<file path="config.mk">
export PLATFORM = sky130hd
export DESIGN_NAME = pwm_edge_unit
export DESIGN_NICKNAME = d
export VERILOG_FILES = /design/src/rtl/pwm_pkg.sv /design/src/rtl/pwm_step_gen.sv /design/src/rtl/pwm_match_cmp.sv /design/src/rtl/pwm_counter.sv /design/src/rtl/pwm_out_ch.sv /design/src/rtl/pwm_edge_unit.sv
export SDC_FILE = /design/constraint.sdc
export NUM_CORES = 1
export LEC_CHECK = 0
export ABC_AREA = 1
export CORE_MARGIN = 2
export CORE_UTILIZATION = 50
export DETAILED_ROUTE_END_ITERATION = 16
export DONT_BUFFER_PORTS = 1
export PLACE_DENSITY_LB_ADDON = 0.2
export SLEW_MARGIN = 40
export SYNTH_ARGS = -nofsm -noshare
export SYNTH_HDL_FRONTEND = slang
export SYNTH_SLANG_ARGS = --single-unit
export TNS_END_PERCENT = 10
</file>
<file path="constraint.sdc">
create_clock -name clk_i -period 3.51 [get_ports clk_i]
set_input_delay 0.351 -clock clk_i [delete_from_list [all_inputs] [get_ports clk_i]]
set_output_delay 0.351 -clock clk_i [all_outputs]
set_load 0.05 [all_outputs]
</file>
<file path="src/rtl/pwm_pkg.sv">
package pwm_pkg;
  typedef enum logic {
    SRC_TICK = 1'b0,
    SRC_CAP  = 1'b1
  } step_src_e;
endpackage

</file>
<file path="src/rtl/pwm_step_gen.sv">
module pwm_step_gen
  import pwm_pkg::*;
(
  input  logic clk_i,
  input  logic rst_ni,
  input  logic src_sel_i,
  input  logic tick_i,
  input  logic cap_i,
  output logic step_o
);
  logic [2:0] cap_q;

  always_ff @(posedge clk_i or negedge rst_ni) begin
    if (!rst_ni) cap_q <= '0;
    else         cap_q <= {cap_q[1:0], cap_i};
  end

  // cap_q[1] is the synchronised level, cap_q[2] its delayed copy
  always_comb begin
    if (step_src_e'(src_sel_i) == SRC_CAP) step_o = cap_q[1] & ~cap_q[2];
    else                                   step_o = tick_i;
  end
endmodule

</file>
<file path="src/rtl/pwm_match_cmp.sv">
module pwm_match_cmp #(
  parameter int CNT_W   = 16,
  parameter int N_MATCH = 7
) (
  input  logic [CNT_W-1:0]         cnt_i,
  input  logic                     adv_i,
  input  logic [N_MATCH*CNT_W-1:0] match_val_i,
  output logic [N_MATCH-1:0]       evt_o
);
  for (genvar k = 0; k < N_MATCH; k++) begin : g_cmp
    assign evt_o[k] = adv_i && (cnt_i == match_val_i[k*CNT_W +: CNT_W]);
  end
endmodule

</file>
<file path="src/rtl/pwm_counter.sv">
module pwm_counter #(
  parameter int CNT_W   = 16,
  parameter int N_MATCH = 7
) (
  input  logic               clk_i,
  input  logic               rst_ni,
  input  logic               run_i,
  input  logic               step_i,
  input  logic [N_MATCH-1:0] evt_i,
  input  logic [N_MATCH-1:0] rst_en_i,
  input  logic [N_MATCH-1:0] stop_en_i,
  output logic               adv_o,
  output logic [CNT_W-1:0]   cnt_o,
  output logic               halted_o
);
  logic do_rst, do_stop;

  assign adv_o   = run_i & ~halted_o & step_i;
  assign do_rst  = |(evt_i & rst_en_i);
  assign do_stop = |(evt_i & stop_en_i);

  always_ff @(posedge clk_i or negedge rst_ni) begin
    if (!rst_ni) begin
      cnt_o    <= '0;
      halted_o <= 1'b0;
    end else begin
      if (!run_i)       halted_o <= 1'b0;
      else if (do_stop) halted_o <= 1'b1;
      if (adv_o) begin
        if (do_rst)       cnt_o <= '0;
        else if (!do_stop) cnt_o <= cnt_o + 1'b1;
      end
    end
  end
endmodule

</file>
<file path="src/rtl/pwm_out_ch.sv">
module pwm_out_ch (
  input  logic clk_i,
  input  logic rst_ni,
  input  logic set_i,
  input  logic clr_i,
  output logic pwm_o
);
  always_ff @(posedge clk_i or negedge rst_ni) begin
    if (!rst_ni)     pwm_o <= 1'b0;
    else if (clr_i)  pwm_o <= 1'b0;  // clear has priority
    else if (set_i)  pwm_o <= 1'b1;
  end
endmodule

</file>
<file path="src/rtl/pwm_edge_unit.sv">
module pwm_edge_unit #(
  parameter int CNT_W   = 16,
  parameter int N_MATCH = 7
) (
  input  logic                     clk_i,
  input  logic                     rst_ni,
  input  logic                     run_i,
  input  logic                     src_sel_i,
  input  logic                     tick_i,
  input  logic                     cap_i,
  input  logic [N_MATCH*CNT_W-1:0] match_val_i,
  input  logic [N_MATCH-1:0]       match_int_en_i,
  input  logic [N_MATCH-1:0]       match_rst_en_i,
  input  logic [N_MATCH-1:0]       match_stop_en_i,
  input  logic [N_MATCH-3:0]       dbl_sel_i,
  output logic [CNT_W-1:0]         cnt_o,
  output logic [N_MATCH-2:0]       pwm_o,
  output logic [N_MATCH-1:0]       irq_o,
  output logic                     stopped_o
);
  localparam int N_OUT = N_MATCH - 1;

  logic               step, adv;
  logic [N_MATCH-1:0] evt;

  pwm_step_gen u_step (
    .clk_i     (clk_i),
    .rst_ni    (rst_ni),
    .src_sel_i (src_sel_i),
    .tick_i    (tick_i),
    .cap_i     (cap_i),
    .step_o    (step)
  );

  pwm_counter #(.CNT_W(CNT_W), .N_MATCH(N_MATCH)) u_cnt (
    .clk_i     (clk_i),
    .rst_ni    (rst_ni),
    .run_i     (run_i),
    .step_i    (step),
    .evt_i     (evt),
    .rst_en_i  (match_rst_en_i),
    .stop_en_i (match_stop_en_i),
    .adv_o     (adv),
    .cnt_o     (cnt_o),
    .halted_o  (stopped_o)
  );

  pwm_match_cmp #(.CNT_W(CNT_W), .N_MATCH(N_MATCH)) u_cmp (
    .cnt_i       (cnt_o),
    .adv_i       (adv),
    .match_val_i (match_val_i),
    .evt_o       (evt)
  );

  for (genvar c = 0; c < N_OUT; c++) begin : g_ch
    logic set_ev;
    if (c == 0) begin : g_single
      assign set_ev = evt[0];
    end else begin : g_sel
      assign set_ev = dbl_sel_i[c-1] ? evt[c] : evt[0];
    end
    pwm_out_ch u_ch (
      .clk_i  (clk_i),
      .rst_ni (rst_ni),
      .set_i  (set_ev),
      .clr_i  (evt[c+1]),
      .pwm_o  (pwm_o[c])
    );
  end

  always_ff @(posedge clk_i or negedge rst_ni) begin
    if (!rst_ni) irq_o <= '0;
    else         irq_o <= evt & match_int_en_i;
  end
endmodule

</file>
Word level (Yosys, flattened, before mapping)
Cells that the tools add are included.
{ "totals": {"ff_bits": 33, "input_bits": 144, "out_inout_bits": 30, "elab_cells": 66} }
{ "op_classes": {"addsub": 1, "eq_ne": 9, "n_mux": 22, "bitwise": 8, "reduce_logical": 16} }
{ "op_table": {"columns": ["op", "n"], "rows": [
  ["$eq A16 B16 Y1", 7],
  ["$mux W16", 2],
  ["$and A7 B7 Y7", 3],
  ["$mux W1", 20],
  ["$add A16 B1 Y16 const B", 1],
  ["$reduce_or A7 Y1", 2],
  ["$reduce_bool A2 Y1", 6],
  ["$logic_and A1 B1 Y1", 7],
  ["$ne A2 B1 Y1 const B", 2],
  ["$and A1 B1 Y1", 3],
  ["$not A1 Y1", 2],
  ["$reduce_and A2 Y1", 1]
]} }

Depth between registers and ports, before layout
{ "logic_depth": {"word_depth": 9, "ltp_mapped": 17, "mapped_depth_nobuf": 15} }

By module
Synthesis repeated with hierarchy kept, for this count alone.
{ "hier_totals": {"cells_unflattened": 670, "area_unflattened_um2": 3614.7} }
{ "modules_own_cells": {"columns": ["mod", "n_inst", "cells_per_inst", "area_per_inst_um2", "seq_area_each_um2"], "rows": [
  ["pwm_match_cmp", 1, 416, 1833.0, 0.0],
  ["pwm_counter", 1, 187, 1188.6, 425.4],
  ["pwm_edge_unit", 1, 41, 302.8, 175.2],
  ["pwm_out_ch", 6, 3, 32.5, 25.0],
  ["pwm_step_gen", 1, 8, 95.1, 75.1]
]} }

Worst setup path before layout
Ideal clock, no wire load.
{ "synth_timing": {"path_type": "register to register", "startpoint": "register u_cnt.cnt_o[1]", "endpoint": "register u_cnt.cnt_o[10]", "setup_ns": 0.117, "arrival_time_ns": 2.015, "t_required_ns": 3.393, "slack_ns": 1.378, "path_stages_with_launch": 16, "n_path_buf": 2, "period_less_slack_ns": 2.132, "cell_sequence": "dfrtp_1 > buf_4 > inv_1 > nand2_1 > nand2_1 > nor2_1 > nand2_1 > nor2_2 > nand3_1 > nor2_1 > nor2_2 > nand2_2 > nand2_4 > buf_4 > nand3_1 > nand2_1"} }
{ "synth_between": {"elab_chain_cells": 6, "word_cells_on_any_way": 23, "cone_classes": "1 x add/sub; 8 x eq/ne; 2 x mux; 2 x bitwise; 10 x reduce/logical"} }
{ "synth_rtl": {"columns": ["element", "line_no", "text"], "rows": [
  ["start: declaration", "pwm_counter.sv:13", "output logic [CNT_W-1:0] cnt_o,"],
  ["start signal: assignment", "pwm_counter.sv:31", "else if (!do_stop) cnt_o <= cnt_o + 1'b1;"],
  ["parallel branches: the longest is 6 deep, another holds $add A16 B1 Y16", null, null]
]} }
Parallel ways; which one is timed is not known. The select of a mux whose other input is x is not followed.
A chain may end at the register's enable or synchronous reset.

Worst setup path after layout
{ "layout_timing": {"startpoint": "register u_cnt.cnt_o[13]", "endpoint": "register u_cnt.cnt_o[9]"} }
{ "layout_between": {"elab_chain_cells": 6, "word_cells_on_any_way": 21, "cone_classes": "8 x eq/ne; 1 x mux; 2 x bitwise; 10 x reduce/logical"} }
{ "layout_rtl": {"columns": ["element", "line_no", "text"], "rows": [
  ["$eq A16 B16 Y1", "pwm_match_cmp.sv:11", "assign evt_o[k] = adv_i && (cnt_i == match_val_i[k*CNT_W +: CNT_W]);"],
  ["$logic_and A1 B1 Y1", "pwm_match_cmp.sv:11", null],
  ["$and A7 B7 Y7 (on tied branches)", "pwm_counter.sv:20, pwm_counter.sv:19", null],
  ["$reduce_or A7 Y1 (on tied branches)", "pwm_counter.sv:20, pwm_counter.sv:19", null],
  ["$ne A2 B1 Y1 (no source line)", null, null],
  ["$reduce_and A2 Y1 (no source line)", null, null]
]} }
Several ways; a longest one is shown, not always the timed one.

==> flow_summary_export.csv <==
group,metric,value,unit
outcome,status,"completed",
layout,areaGrowthSynthToFinish,4.02,%
critical_path,end_kind,"flip-flop",
layout,diodes,0,
timing,drv_slew,0,
floorplanning,dieWidth,98.0,um
placement,dp.final_hpwl,13500,um
layout,fin_nets,977,
global_route,grtUsageMet1,47.1,%
synthesis,syn_area_per_cell,5.29,um^2
timing,rsz0062_at_grt,"false",
power_and_ir_drop,p_clk_share,13.2,%
drt,post_drt_wl_per_cell,17.6,um
global_route,grt_use_met2,54.0,%
clock_tree,cts_max_path_buffers,2,
clock_tree,cts_root_buf,"clkbuf_8",
critical_path,r2r_cells,14,
power_and_ir_drop,p_seq_share,26.2,%
timing,layout_min_cycle_time,2.70,ns
layout,fill_cells,954,
global_route,use_met3,7.95,%
global_route,grt-ovfl-total,0,
timing,fmax,370,MHz
critical_path,worstPathArrival,2.93,ns
clock_tree,path_clk_slew,0.07,ns
timing,fin_skew,0.00453,ns
global_route,busiest_layer,"met2",
power_and_ir_drop,p_sw_share,56.7,%
floorplanning,die-area,9600,um^2
job,drv_cap,0,
floorplanning,die_h,98.0,um
floorplanning,core_area,8640,um^2
timing,tightest_slew,0.781,ns
drt,drt_wl_total,16500,um
clock_tree,clock_sinks,33,
critical_path,path_max_fanout,17,
hold_path,min_path_type,"input pin to flip-flop",
placement,port_buffers,0,
drt,dr_total_vias,4956,
clock_tree,htree_levels,2,
timing,slew_headroom,47.9,%
power_and_ir_drop,p_sw,1.37,mW
clock_tree,ctsResizeCount,0,
synthesis,synth_top_area_share,28.4,%
critical_path,rrSetupSlack,0.81,ns
power_and_ir_drop,p_int,1.05,mW
power_and_ir_drop,p_leak,2.80,nW
critical_path,r2r_start,"u_cnt.cnt_o[13]",
global_route,grt_max_degree,34,
power_and_ir_drop,vdd_drop_max,0.000185,V
synthesis,ys_seq_area_share,18.7,%
global_route,grt_usage,34.7,%
floorplanning,ios,174,
drt,first_pass_iters,5,
timing,setup_violations,0,
power_and_ir_drop,finalPower,2.42,mW
critical_path,required,3.74,ns
clock_tree,clock_latency,0.28,ns
timing,fin_tns_setup,0,ns
floorplanning,start_util,51.1,%
hold_path,hold_depth,0,
timing,hold_violations,0,
synthesis,netlist_instances,835,
global_route,grt_first_pass_wirelength,25700,um
hold_path,holdCritStartpoint,"cap_i",
synthesis,synth_area_leaders,"nand2_1, dfrtp_1, nor2_1",
synthesis,ys_types,30,
power_and_ir_drop,combPwrFrac,60.6,%
synthesis,syn-num-nets,980,
drt,drt_iter0_markers,351,
synthesis,ys.warnings.count,0,
layout,drive_gt1_share,5.40,%
placement,post-place-ws,0.886,ns
drt,viasPerCell,5.27,
global_route,grt_pass1_vias,4787,
hold_path,min_to,"u_step.cap_q[0]",
timing,setup_ws,0.807,ns
critical_path,reg2reg_to,"u_cnt.cnt_o[9]",
critical_path,critPathLaunchType,"flip-flop",
critical_path,critical_path_class,"flip-flop to flip-flop",
clock_tree,cts_tree,"built",
global_route,antenna_found_initial,0,
synthesis,ys_ff_latch,33,
floorplanning,num_rows,34,
drt,drc,0,
power_and_ir_drop,p_per_area,527,nW/um^2
timing,finalCritPeriodShare,77.0,%
drt,ant_nets,0,
clock_tree,numCtsBuffers,5,
placement,gp_congestion,0.933,
synthesis,yosysTopAreaCell,"nand2_1",
synthesis,synthesis.area,4420,um^2
==> cells in the final DEF (no fill, tap or decap), drive strengths merged <==
master	netlist	final
nand2	339	339
nor2	173	173
inv	123	123
xor2	48	48
nand3	39	39
dfrtp	33	33
nand4	19	19
buf	27	18
clkbuf	2	7
nor3	6	6
o21ai	6	6
xnor2	5	5
and2	5	5
o31ai	3	3
a41oi	2	2
or2	1	1
a21oi	1	1
a21boi	1	1
nor4	1	1
ha	1	1
clkinv	0	1
dlygate4sd3	0	1
==> cell families after synthesis <==
| family | synth area share (%) |
|---|---|
| adder cells (fa/ha/maj) | 0.283 |
| flip-flops | 18.7 |
| AO/OA/AOI/OAI | 1.87 |
| buffers and inverters | 15.4 |
| AND/OR/NAND/NOR | 53.3 |
| XOR/XNOR | 10.5 |
==> worst max-delay path: stages, from the launching register on <==
cell and delay (ns):
dfrtp_1 0.76, inv_2 0.24, nand2_1 0.14, nand2_1 0.06, nor2_1 0.09, nand2_1 0.05, nor2_1 0.17, nand3_1 0.25
nor2_1 0.20, nor2_2 0.07, nand2_2 0.09, nand2_4 0.14, nand2_4 0.20, nand2_1 0.07, nand2_1 0.08
==> state kept, by name (all words and copies together) (netlist names) <==
name             count
g_ch.u_ch.pwm_o      6
u_step.cap_q         3
u_cnt.cnt_o         16
u_cnt.halted_o       1
irq_o                7
==> Yosys cell counts <==
cell / count
nor4_1: 1
buf_4: 18
nand2_1: 334
inv_1: 117
buf_6: 3
nand3_1: 38
ha_1: 1
or2_2: 1
clkbuf_1: 2
a21boi_0: 1
inv_2: 6
o31ai_1: 3
o21ai_1: 3
xor2_1: 48
nand3_2: 1
and2_4: 1
dfrtp_1: 33
nor2_1: 168
a41oi_1: 2
nand4_1: 19
nand2_4: 2
nor2_2: 5
xnor2_1: 5
buf_2: 5
nand2_2: 3
o21ai_0: 3
nor3_1: 6
and2_1: 4
buf_8: 1
a21oi_1: 1
==> stage by stage <==
step                area [um^2]  instances  util, %  hold WS (ns)
floorplan                  4420        835        -        0.0554
detailed placement         4460        931     51.7        0.0559
finish                     4590        941     53.2        0.0929
global route               4590        941     53.2        0.0761
CTS                        4590        941     53.2        0.0911
global placement           4460        931     51.7        0.0560
==> worst max path at each step <==
stage	end	slack [ns]	start
after floorplan	u_cnt.cnt_o[10]	1.38	u_cnt.cnt_o[1]
after global placement	u_cnt.cnt_o[9]	0.88	u_cnt.cnt_o[4]
after detailed placement	u_cnt.cnt_o[4]	0.89	u_cnt.cnt_o[8]
after CTS	u_cnt.cnt_o[4]	0.88	u_cnt.cnt_o[8]
after global routing	u_cnt.cnt_o[11]	0.58	u_cnt.cnt_o[9]
final	u_cnt.cnt_o[9]	0.81	u_cnt.cnt_o[13]
==> what timing repair did <==
item | in CTS | in global routing
setup buffers | 0 | 0
endpoints found under the hold margin | 33 | 0
setup endpoints to repair | 0 | 0
hold buffers | 2 | 0
==> per-layer routing <==
layer / routed length (um) / vias to the layer above
met4: 604 / 0
met2: 7150 / 301
met3: 2060 / 46
li1: - / 2458
met5: 0 / -
met1: 6730 / 2151
==> power by group through the flow <==
stage	clock, mW	sequential [mW]	combinational (mW)
finish	0.319	0.635	1.47
global route	0.342	0.642	1.63
CTS	0.320	0.626	1.45
detailed placement	0	0.634	1.43
global placement	0	0.632	1.42
floorplan	0	0.682	0.997
==> layout make-up <==
class	count	area, um^2	area share [%]
multi-input combinational	650	2910	63.4
sequential	33	826	18.0
inverter	123	462	10.1
timing repair buffer	19	158	3.43
tap	108	135	2.94
clock buffer	7	96.3	2.10
clock inverter	1	5.00	0.109
Note: power is estimated with default switching activity, not from simulation.
